===== src/rtl/pci_pf_pkg.sv =====
package pci_pf_pkg;

    typedef enum logic [1:0] {
        T_IDLE,
        T_DATA,
        T_RETRY,
        T_DISC
    } tgt_state_e;

    typedef enum logic [1:0] {
        F_IDLE,
        F_FILL,
        F_DRAIN
    } fet_state_e;

    localparam logic [3:0] CMD_MEM_READ = 4'b0110;

endpackage


===== src/rtl/pf_buffer.sv =====
module pf_buffer #(
    parameter int DEPTH  = 8,
    parameter int DATA_W = 32,
    localparam int LW    = $clog2(DEPTH + 1),
    localparam int PW    = (DEPTH > 1) ? $clog2(DEPTH) : 1
) (
    input  logic              clk,
    input  logic              rst_n,
    input  logic              flush,
    input  logic              push,
    input  logic [DATA_W-1:0] push_data,
    input  logic              pop,
    output logic [DATA_W-1:0] head,
    output logic [LW-1:0]     level,
    output logic              empty
);
    localparam logic [PW-1:0] LAST = PW'(DEPTH - 1);

    logic [DATA_W-1:0] store [DEPTH];
    logic [PW-1:0]     wr_ptr;
    logic [PW-1:0]     rd_ptr;

    always_ff @(posedge clk) begin
        if (push) begin
            store[wr_ptr] <= push_data;
        end
    end

    always_ff @(posedge clk or negedge rst_n) begin
        if (!rst_n) begin
            wr_ptr <= '0;
            rd_ptr <= '0;
            level  <= '0;
        end else if (flush) begin
            wr_ptr <= '0;
            rd_ptr <= '0;
            level  <= '0;
        end else begin
            if (push) begin
                wr_ptr <= (wr_ptr == LAST) ? '0 : wr_ptr + 1'b1;
            end
            if (pop) begin
                rd_ptr <= (rd_ptr == LAST) ? '0 : rd_ptr + 1'b1;
            end
            unique case ({push, pop})
                2'b10:   level <= level + 1'b1;
                2'b01:   level <= level - 1'b1;
                default: level <= level;
            endcase
        end
    end

    assign head  = store[rd_ptr];
    assign empty = (level == '0);

endmodule


===== src/rtl/pf_fetch.sv =====
module pf_fetch
    import pci_pf_pkg::*;
#(
    parameter int ADDR_W    = 32,
    parameter int DEPTH     = 8,
    parameter int REFILL_AT = 2,
    parameter int STEP      = 4,
    localparam int LW       = $clog2(DEPTH + 1)
) (
    input  logic              clk,
    input  logic              rst_n,
    input  logic              enable,
    input  logic              load,
    input  logic [ADDR_W-1:0] load_addr,
    input  logic [LW-1:0]     level,
    input  logic              req_ready,
    input  logic              rsp_valid,
    output logic              req_valid,
    output logic [ADDR_W-1:0] req_addr,
    output logic [LW-1:0]     inflight,
    output logic              busy
);
    localparam logic [LW:0]   MARK    = (LW + 1)'(REFILL_AT);
    localparam logic [LW-1:0] FULL    = LW'(DEPTH);
    localparam logic [ADDR_W-1:0] INC = ADDR_W'(STEP);

    fet_state_e      state, nxt;
    logic [LW:0]     held;
    logic [LW-1:0]   batch_left;
    logic            hs;

    assign held = {1'b0, level} + {1'b0, inflight};
    assign hs   = req_valid && req_ready;

    always_comb begin
        nxt = state;
        unique case (state)
            F_IDLE:  if (enable && !load && held <= MARK) nxt = F_FILL;
            F_FILL:  if (batch_left == '0)                nxt = F_DRAIN;
            F_DRAIN: if (inflight == '0)                  nxt = F_IDLE;
            default:                                      nxt = F_IDLE;
        endcase
    end

    always_ff @(posedge clk or negedge rst_n) begin
        if (!rst_n) begin
            state <= F_IDLE;
        end else begin
            state <= nxt;
        end
    end

    always_comb begin
        req_valid = (state == F_FILL) && (batch_left != '0);
        busy      = (state != F_IDLE) || (inflight != '0);
    end

    always_ff @(posedge clk or negedge rst_n) begin
        if (!rst_n) begin
            batch_left <= '0;
            req_addr   <= '0;
            inflight   <= '0;
        end else begin
            if (state == F_IDLE && nxt == F_FILL) begin
                batch_left <= FULL - held[LW-1:0];
            end else if (hs) begin
                batch_left <= batch_left - 1'b1;
            end
            if (load) begin
                req_addr <= load_addr;
            end else if (hs) begin
                req_addr <= req_addr + INC;
            end
            unique case ({hs, rsp_valid})
                2'b10:   inflight <= inflight + 1'b1;
                2'b01:   inflight <= inflight - 1'b1;
                default: inflight <= inflight;
            endcase
        end
    end

endmodule


===== src/rtl/pf_target.sv =====
module pf_target
    import pci_pf_pkg::*;
#(
    parameter int ADDR_W    = 32,
    parameter int ID_W      = 2,
    parameter int LAT_LIMIT = 8,
    parameter int IDLE_TO   = 64,
    parameter int STEP      = 4,
    localparam int STALL_MAX = LAT_LIMIT - 2,
    localparam int WW        = $clog2(LAT_LIMIT),
    localparam int IW        = $clog2(IDLE_TO + 1)
) (
    input  logic              clk,
    input  logic              rst_n,
    input  logic              frame,
    input  logic              irdy,
    input  logic [ADDR_W-1:0] addr,
    input  logic [3:0]        cmd,
    input  logic [ID_W-1:0]   req_id,
    input  logic              buf_empty,
    input  logic              fetch_busy,
    output logic              devsel,
    output logic              trdy,
    output logic              stop,
    output logic              pop,
    output logic              ctx_load,
    output logic              ctx_drop,
    output logic              ctx_valid
);
    localparam logic [ADDR_W-1:0] INC = ADDR_W'(STEP);

    tgt_state_e        state, nxt;
    logic              frame_q;
    logic [WW-1:0]     stall_cnt;
    logic [IW-1:0]     idle_cnt;
    logic              moved;
    logic [ID_W-1:0]   own_id;
    logic [ADDR_W-1:0] next_addr;
    logic              start, is_read, cont, xfer;

    assign start   = (state == T_IDLE) && frame && !frame_q;
    assign is_read = (cmd == CMD_MEM_READ);
    assign cont    = ctx_valid && (req_id == own_id) && (addr == next_addr);
    assign xfer    = trdy && irdy;

    // output process
    always_comb begin
        devsel   = (state != T_IDLE);
        trdy     = (state == T_DATA) && !buf_empty;
        stop     = (state == T_RETRY) || (state == T_DISC);
        pop      = trdy && irdy;
        ctx_load = start && is_read && !cont && !fetch_busy;
        ctx_drop = (state == T_IDLE) && ctx_valid && !fetch_busy && !start &&
                   (idle_cnt == IW'(IDLE_TO - 1));
    end

    always_comb begin
        nxt = state;
        unique case (state)
            T_IDLE: begin
                if (start && is_read) begin
                    nxt = (cont || !fetch_busy) ? T_DATA : T_RETRY;
                end
            end
            T_DATA: begin
                if (xfer && !frame) begin
                    nxt = T_IDLE;
                end else if (!frame && !irdy) begin
                    nxt = T_IDLE;
                end else if (irdy && buf_empty && stall_cnt == WW'(STALL_MAX - 1)) begin
                    nxt = moved ? T_DISC : T_RETRY;
                end
            end
            T_RETRY, T_DISC: begin
                if (!frame && !irdy) nxt = T_IDLE;
            end
            default: nxt = T_IDLE;
        endcase
    end

    // state register
    always_ff @(posedge clk or negedge rst_n) begin
        if (!rst_n) begin
            state <= T_IDLE;
        end else begin
            state <= nxt;
        end
    end

    always_ff @(posedge clk or negedge rst_n) begin
        if (!rst_n) begin
            frame_q   <= 1'b0;
            stall_cnt <= '0;
            idle_cnt  <= '0;
            moved     <= 1'b0;
            own_id    <= '0;
            next_addr <= '0;
            ctx_valid <= 1'b0;
        end else begin
            frame_q <= frame;
            if (state != T_DATA || xfer) begin
                stall_cnt <= '0;
            end else if (irdy && buf_empty) begin
                stall_cnt <= stall_cnt + 1'b1;
            end
            if (state == T_IDLE) begin
                moved <= 1'b0;
            end else if (xfer) begin
                moved <= 1'b1;
            end
            if (state != T_IDLE || !ctx_valid || fetch_busy || start || ctx_drop) begin
                idle_cnt <= '0;
            end else begin
                idle_cnt <= idle_cnt + 1'b1;
            end
            if (ctx_load) begin
                ctx_valid <= 1'b1;
                own_id    <= req_id;
                next_addr <= addr;
            end else if (ctx_drop) begin
                ctx_valid <= 1'b0;
            end else if (xfer) begin
                next_addr <= next_addr + INC;
            end
        end
    end

endmodule


===== src/rtl/pci_rd_prefetch.sv =====
module pci_rd_prefetch #(
    parameter int ADDR_W    = 32,
    parameter int DATA_W    = 32,
    parameter int ID_W      = 2,
    parameter int BUF_DEPTH = 8,
    parameter int REFILL_AT = 2,
    parameter int LAT_LIMIT = 8,
    parameter int IDLE_TO   = 64
) (
    input  logic              clk,
    input  logic              rst_n,
    input  logic              pci_frame,
    input  logic              pci_irdy,
    input  logic [ADDR_W-1:0] pci_addr,
    input  logic [3:0]        pci_cmd,
    input  logic [ID_W-1:0]   pci_req_id,
    output logic              pci_devsel,
    output logic              pci_trdy,
    output logic              pci_stop,
    output logic [DATA_W-1:0] pci_rdata,
    output logic              mem_req_valid,
    input  logic              mem_req_ready,
    output logic [ADDR_W-1:0] mem_req_addr,
    input  logic              mem_rsp_valid,
    input  logic [DATA_W-1:0] mem_rsp_data
);
    localparam int LW   = $clog2(BUF_DEPTH + 1);
    localparam int STEP = DATA_W / 8;

    logic [LW-1:0] fifo_level;
    logic [LW-1:0] fetch_inflight;
    logic          fifo_empty;
    logic          fetch_busy;
    logic          pop;
    logic          ctx_load;
    logic          ctx_drop;
    logic          ctx_valid;

    pf_target #(
        .ADDR_W   (ADDR_W),
        .ID_W     (ID_W),
        .LAT_LIMIT(LAT_LIMIT),
        .IDLE_TO  (IDLE_TO),
        .STEP     (STEP)
    ) u_target (
        .clk       (clk),
        .rst_n     (rst_n),
        .frame     (pci_frame),
        .irdy      (pci_irdy),
        .addr      (pci_addr),
        .cmd       (pci_cmd),
        .req_id    (pci_req_id),
        .buf_empty (fifo_empty),
        .fetch_busy(fetch_busy),
        .devsel    (pci_devsel),
        .trdy      (pci_trdy),
        .stop      (pci_stop),
        .pop       (pop),
        .ctx_load  (ctx_load),
        .ctx_drop  (ctx_drop),
        .ctx_valid (ctx_valid)
    );

    pf_fetch #(
        .ADDR_W   (ADDR_W),
        .DEPTH    (BUF_DEPTH),
        .REFILL_AT(REFILL_AT),
        .STEP     (STEP)
    ) u_fetch (
        .clk      (clk),
        .rst_n    (rst_n),
        .enable   (ctx_valid),
        .load     (ctx_load),
        .load_addr(pci_addr),
        .level    (fifo_level),
        .req_ready(mem_req_ready),
        .rsp_valid(mem_rsp_valid),
        .req_valid(mem_req_valid),
        .req_addr (mem_req_addr),
        .inflight (fetch_inflight),
        .busy     (fetch_busy)
    );

    pf_buffer #(
        .DEPTH (BUF_DEPTH),
        .DATA_W(DATA_W)
    ) u_buffer (
        .clk      (clk),
        .rst_n    (rst_n),
        .flush    (ctx_load || ctx_drop),
        .push     (mem_rsp_valid),
        .push_data(mem_rsp_data),
        .pop      (pop),
        .head     (pci_rdata),
        .level    (fifo_level),
        .empty    (fifo_empty)
    );

endmodule


===== config.mk =====
export PLATFORM = sky130hd
export DESIGN_NAME = pci_rd_prefetch
export DESIGN_NICKNAME = d
export VERILOG_FILES = /design/src/rtl/pci_pf_pkg.sv /design/src/rtl/pf_buffer.sv /design/src/rtl/pf_fetch.sv /design/src/rtl/pf_target.sv /design/src/rtl/pci_rd_prefetch.sv
export SDC_FILE = /design/constraint.sdc
export NUM_CORES = 1
export LEC_CHECK = 0
export ABC_AREA = 1
export BUFFER_PORTS_ARGS = -buffer_cell sky130_fd_sc_hd__buf_2
export CELL_PAD_IN_SITES_DETAIL_PLACEMENT = 1
export CELL_PAD_IN_SITES_GLOBAL_PLACEMENT = 1
export CORE_MARGIN = 5
export CORE_UTILIZATION = 50
export DETAILED_ROUTE_END_ITERATION = 8
export HOLD_SLACK_MARGIN = 0.1
export PLACE_DENSITY_LB_ADDON = 0.3
export SETUP_SLACK_MARGIN = 0.2
export SKIP_LAST_GASP = 1
export SYNTH_ARGS = -nofsm -noshare
export SYNTH_HDL_FRONTEND = slang
export SYNTH_HIERARCHICAL = 1
export SYNTH_SLANG_ARGS = --single-unit

===== constraint.sdc =====
create_clock -name clk -period 4.1 [get_ports clk]
set_input_delay 0.82 -clock clk [delete_from_list [all_inputs] [get_ports clk]]
set_output_delay 0.82 -clock clk [all_outputs]
set_load 0.02 [all_outputs]

==> flow_metrics.py <==
metrics = {
    "status": {
        "status": "finished, final reports clean",
    },
    "timing": {
        "worstMarginPinSlew_ns": 0.783,
        "slew-limit-headroom_pct": 47.3,
        "timing.fmax_ghz": 0.292,
        "finalSetupTns_ns": 0,
        "period_needed_ns": 3.43,
        "hold_ws_ns": 0.280,
        "worst_slack_ns": 0.672,
        "finalSetupViolations": 0,
        "fin_crit_sh_pct": 83.6,
        "rsz0062_at_grt": "false",
        "fin_skew_ns": 0.0233,
        "slew_viol_final": 0,
        "hold_viol": 0,
    },
    "synth": {
        "synth_ff_type": "edfxtp_1",
        "yosysUniqueCellTypes": 49,
        "ys_warn_count": 6,
        "syn_avg_cell_area_sq_um": 8.90,
        "synthAdderAreaFrac_pct": 1.70,
        "synth_nets": 2102,
        "async_flop_share_pct": 28.3,
        "synthXorXnorAreaFrac_pct": 2.41,
        "yosys.area_share.simple_pct": 24.8,
        "synth_top_cells_by_area": "edfxtp_1, dfrtp_1, nand2_1, nor2_1, o21ai_0",
        "yosys.area.top_type": "edfxtp_1",
        "syn_inst": 2003,
        "ys_seq_elements": 357,
        "synth_commonest_cells": "nand2_1, nor2_1, edfxtp_1",
        "synth.yosys.seq_area_share_pct": 57.3,
        "yosysTopAreaCellShare_pct": 43.1,
        "synth_area_sq_um": 17800,
        "muxShareOfSynthArea_pct": 0,
        "synth_most_common_cell": "nand2_1",
        "synth_edf_count": 256,
        "synth_top_family_by_area": "simple AND/OR/NAND/NOR gates",
        "synth_compound_area_share_pct": 7.67,
    },
    "worst_setup_path": {
        "cp-end-kind": "output pin",
        "crit_path_max_fanout": 102,
        "cp.arrival_ns": 2.61,
        "cp.required_ns": 3.28,
        "critPathLaunchType": "flip-flop",
        "crit_type": "flip-flop to output pin",
    },
    "global_route": {
        "grt_overflow_total": 0,
        "track_usage_pct": 28.4,
        "antenna_found_initial": 1,
        "grt_max_degree": 129,
        "grt_pass1_wl_mm": 87.5,
        "grt_pass1_vias": 16000,
    },
    "floorplanning": {
        "die_h_um": 199,
        "io_pins": 144,
        "rows": 69,
        "die_area_sq_um": 39500,
        "die_w_um": 199,
        "start_util_pct": 50.4,
        "fp.coreArea_sq_um": 35400,
    },
    "clocking": {
        "clk_latency_ns": 0.58,
        "hold_buffers": 0,
        "clock-sinks": 357,
        "cts_resized": 0,
        "numCtsBuffers": 40,
        "cts_setup_buffers": 0,
        "clock_path_buffers": 3,
        "cts_tree": "built",
        "root_buffer": "clkbuf_16",
        "path_clk_slew_ns": 0.06,
        "h-tree-depth": 2,
    },
    "route": {
        "drc_errors": 0,
        "post_drt_wl_per_cell_um": 21.5,
        "ant_nets": 0,
        "drt-vias-per-instance": 5.67,
        "vias": 14900,
        "drt_iter0_drc": 1022,
        "first_pass_iters": 5,
        "wl_mm": 56.5,
    },
    "final_layout": {
        "fin_nets": 2235,
        "synthToLayoutAreaGrowth_pct": 14.6,
        "drive_above_1_share_pct": 12.7,
        "finalNonFillerCells": 2628,
        "fillers": 4146,
        "finish.utilization_pct": 57.7,
    },
    "place": {
        "globalplace.congestion": 0.949,
        "dp.cells": 2555,
        "hpwl_mm": 37.6,
        "pre_cts_ws_ns": 1.04,
        "numPortBuffers": 143,
    },
    "min_path": {
        "hold_class": "input pin to asynchronous set/reset pin",
    },
    "power_and_ir_drop": {
        "irDropWorstVdd_mv": 0.483,
        "p_per_area_nw_per_um2": 698,
        "p_leak_nw": 8.57,
    },
    "job": {
        "cap_violations": 0,
    },
}
report_power, final:
part	internal (mW)	switching [mW]
clock	2.42	1.51
sequential	4.49	0.676
combinational	1.60	3.55
kinds of logic after synthesis:
kind of cell	after synthesis
buf+inv	247
flops	357
xor+xnor	49
simple gates	1065
compound gates	262
fa+ha+maj	23
path summary, 6_finish.rpt:
path,from,end,slack [ns],depth (start not counted)
max,u_buffer/rd_ptr[0],pci_rdata[6],0.67,8
min,rst_n,u_fetch/req_addr[24],0.28,1
max reg2reg,u_buffer/level[0],u_buffer/level[3],1.06,15
min reg2reg,u_target/idle_cnt[0],u_target/idle_cnt[0],0.47,1
max in group asynchronous,rst_n,u_buffer/rd_ptr[0],2.86,2
min in group clk,pci_frame,u_target/frame_q,0.39,1
through the flow:
stage                     power [mW]  cell area [sq um]
after floorplan                 8.54              17800
after global placement          9.91              19000
after detailed placement        10.3              19000
after CTS                       14.3              20400
after global routing            15.1              20400
final                           14.3              20400
sequential cells by signal (all words and copies together), names as in the netlist:
signal and flops:
u_fetch/batch_left 4, u_buffer/level 4, u_buffer/rd_ptr 3, u_buffer/wr_ptr 3, u_fetch/req_addr 32, u_target/own_id 2, u_target/stall_cnt 3, u_fetch/inflight 4
u_fetch/state 2, u_target/idle_cnt 7, u_target/moved 1, u_target/frame_q 1, u_target/state 2, u_buffer/store 256, u_target/ctx_valid 1, u_target/next_addr 32
layout by cell type, fill, tap and decap left out, types with 16 or more instances in the layout:
| cell | netlist | routed |
|---|---|---|
| clkbuf_16 | 0 | 41 |
| nor2_1 | 316 | 307 |
| xnor2_1 | 17 | 17 |
| nand3_1 | 154 | 154 |
| nor3_1 | 16 | 16 |
| o21ai_1 | 30 | 30 |
| edfxtp_1 | 256 | 256 |
| nand2_1 | 520 | 520 |
| buf_2 | 21 | 142 |
| ha_1 | 21 | 21 |
| nand4_1 | 23 | 23 |
| inv_1 | 159 | 159 |
| buf_4 | 5 | 19 |
| xor2_1 | 32 | 32 |
| o21ai_0 | 196 | 196 |
| dfrtp_1 | 101 | 99 |
worst max-delay path, cell delays in order, from the launching register on:
cell	delay (ns)
dfrtp_4	0.65
buf_12	0.41
nor2_1	0.14
nor2_1	0.13
o21ai_0	0.14
o21ai_0	0.12
nand2_1	0.10
nand2_1	0.12
buf_2	0.17
cell type report:
cell class / count / area (sq um) / share of cell area (%)
Clock inverter: 23 / 377 / 1.84
Sequential cell: 357 / 10200 / 50.0
Antenna cell: 1 / 2.50 / 0.0122
Multi-Input combinational cell: 1399 / 6580 / 32.2
Timing Repair Buffer: 167 / 973 / 4.76
Inverter: 171 / 643 / 3.15
Clock buffer: 49 / 1060 / 5.17
Tap cell: 461 / 577 / 2.82
per-layer routing:
layer / GRT usage [%] / share of wire (%) / vias up
met5: 0 / 0 / -
met4: 9.30 / 2.7 / 0
met3: 5.49 / 5.2 / 100
met2: 51.7 / 53 / 408
met1: 33.8 / 39 / 7486
li1: - / - / 6898
Note: power is estimated with default switching activity, not from simulation.
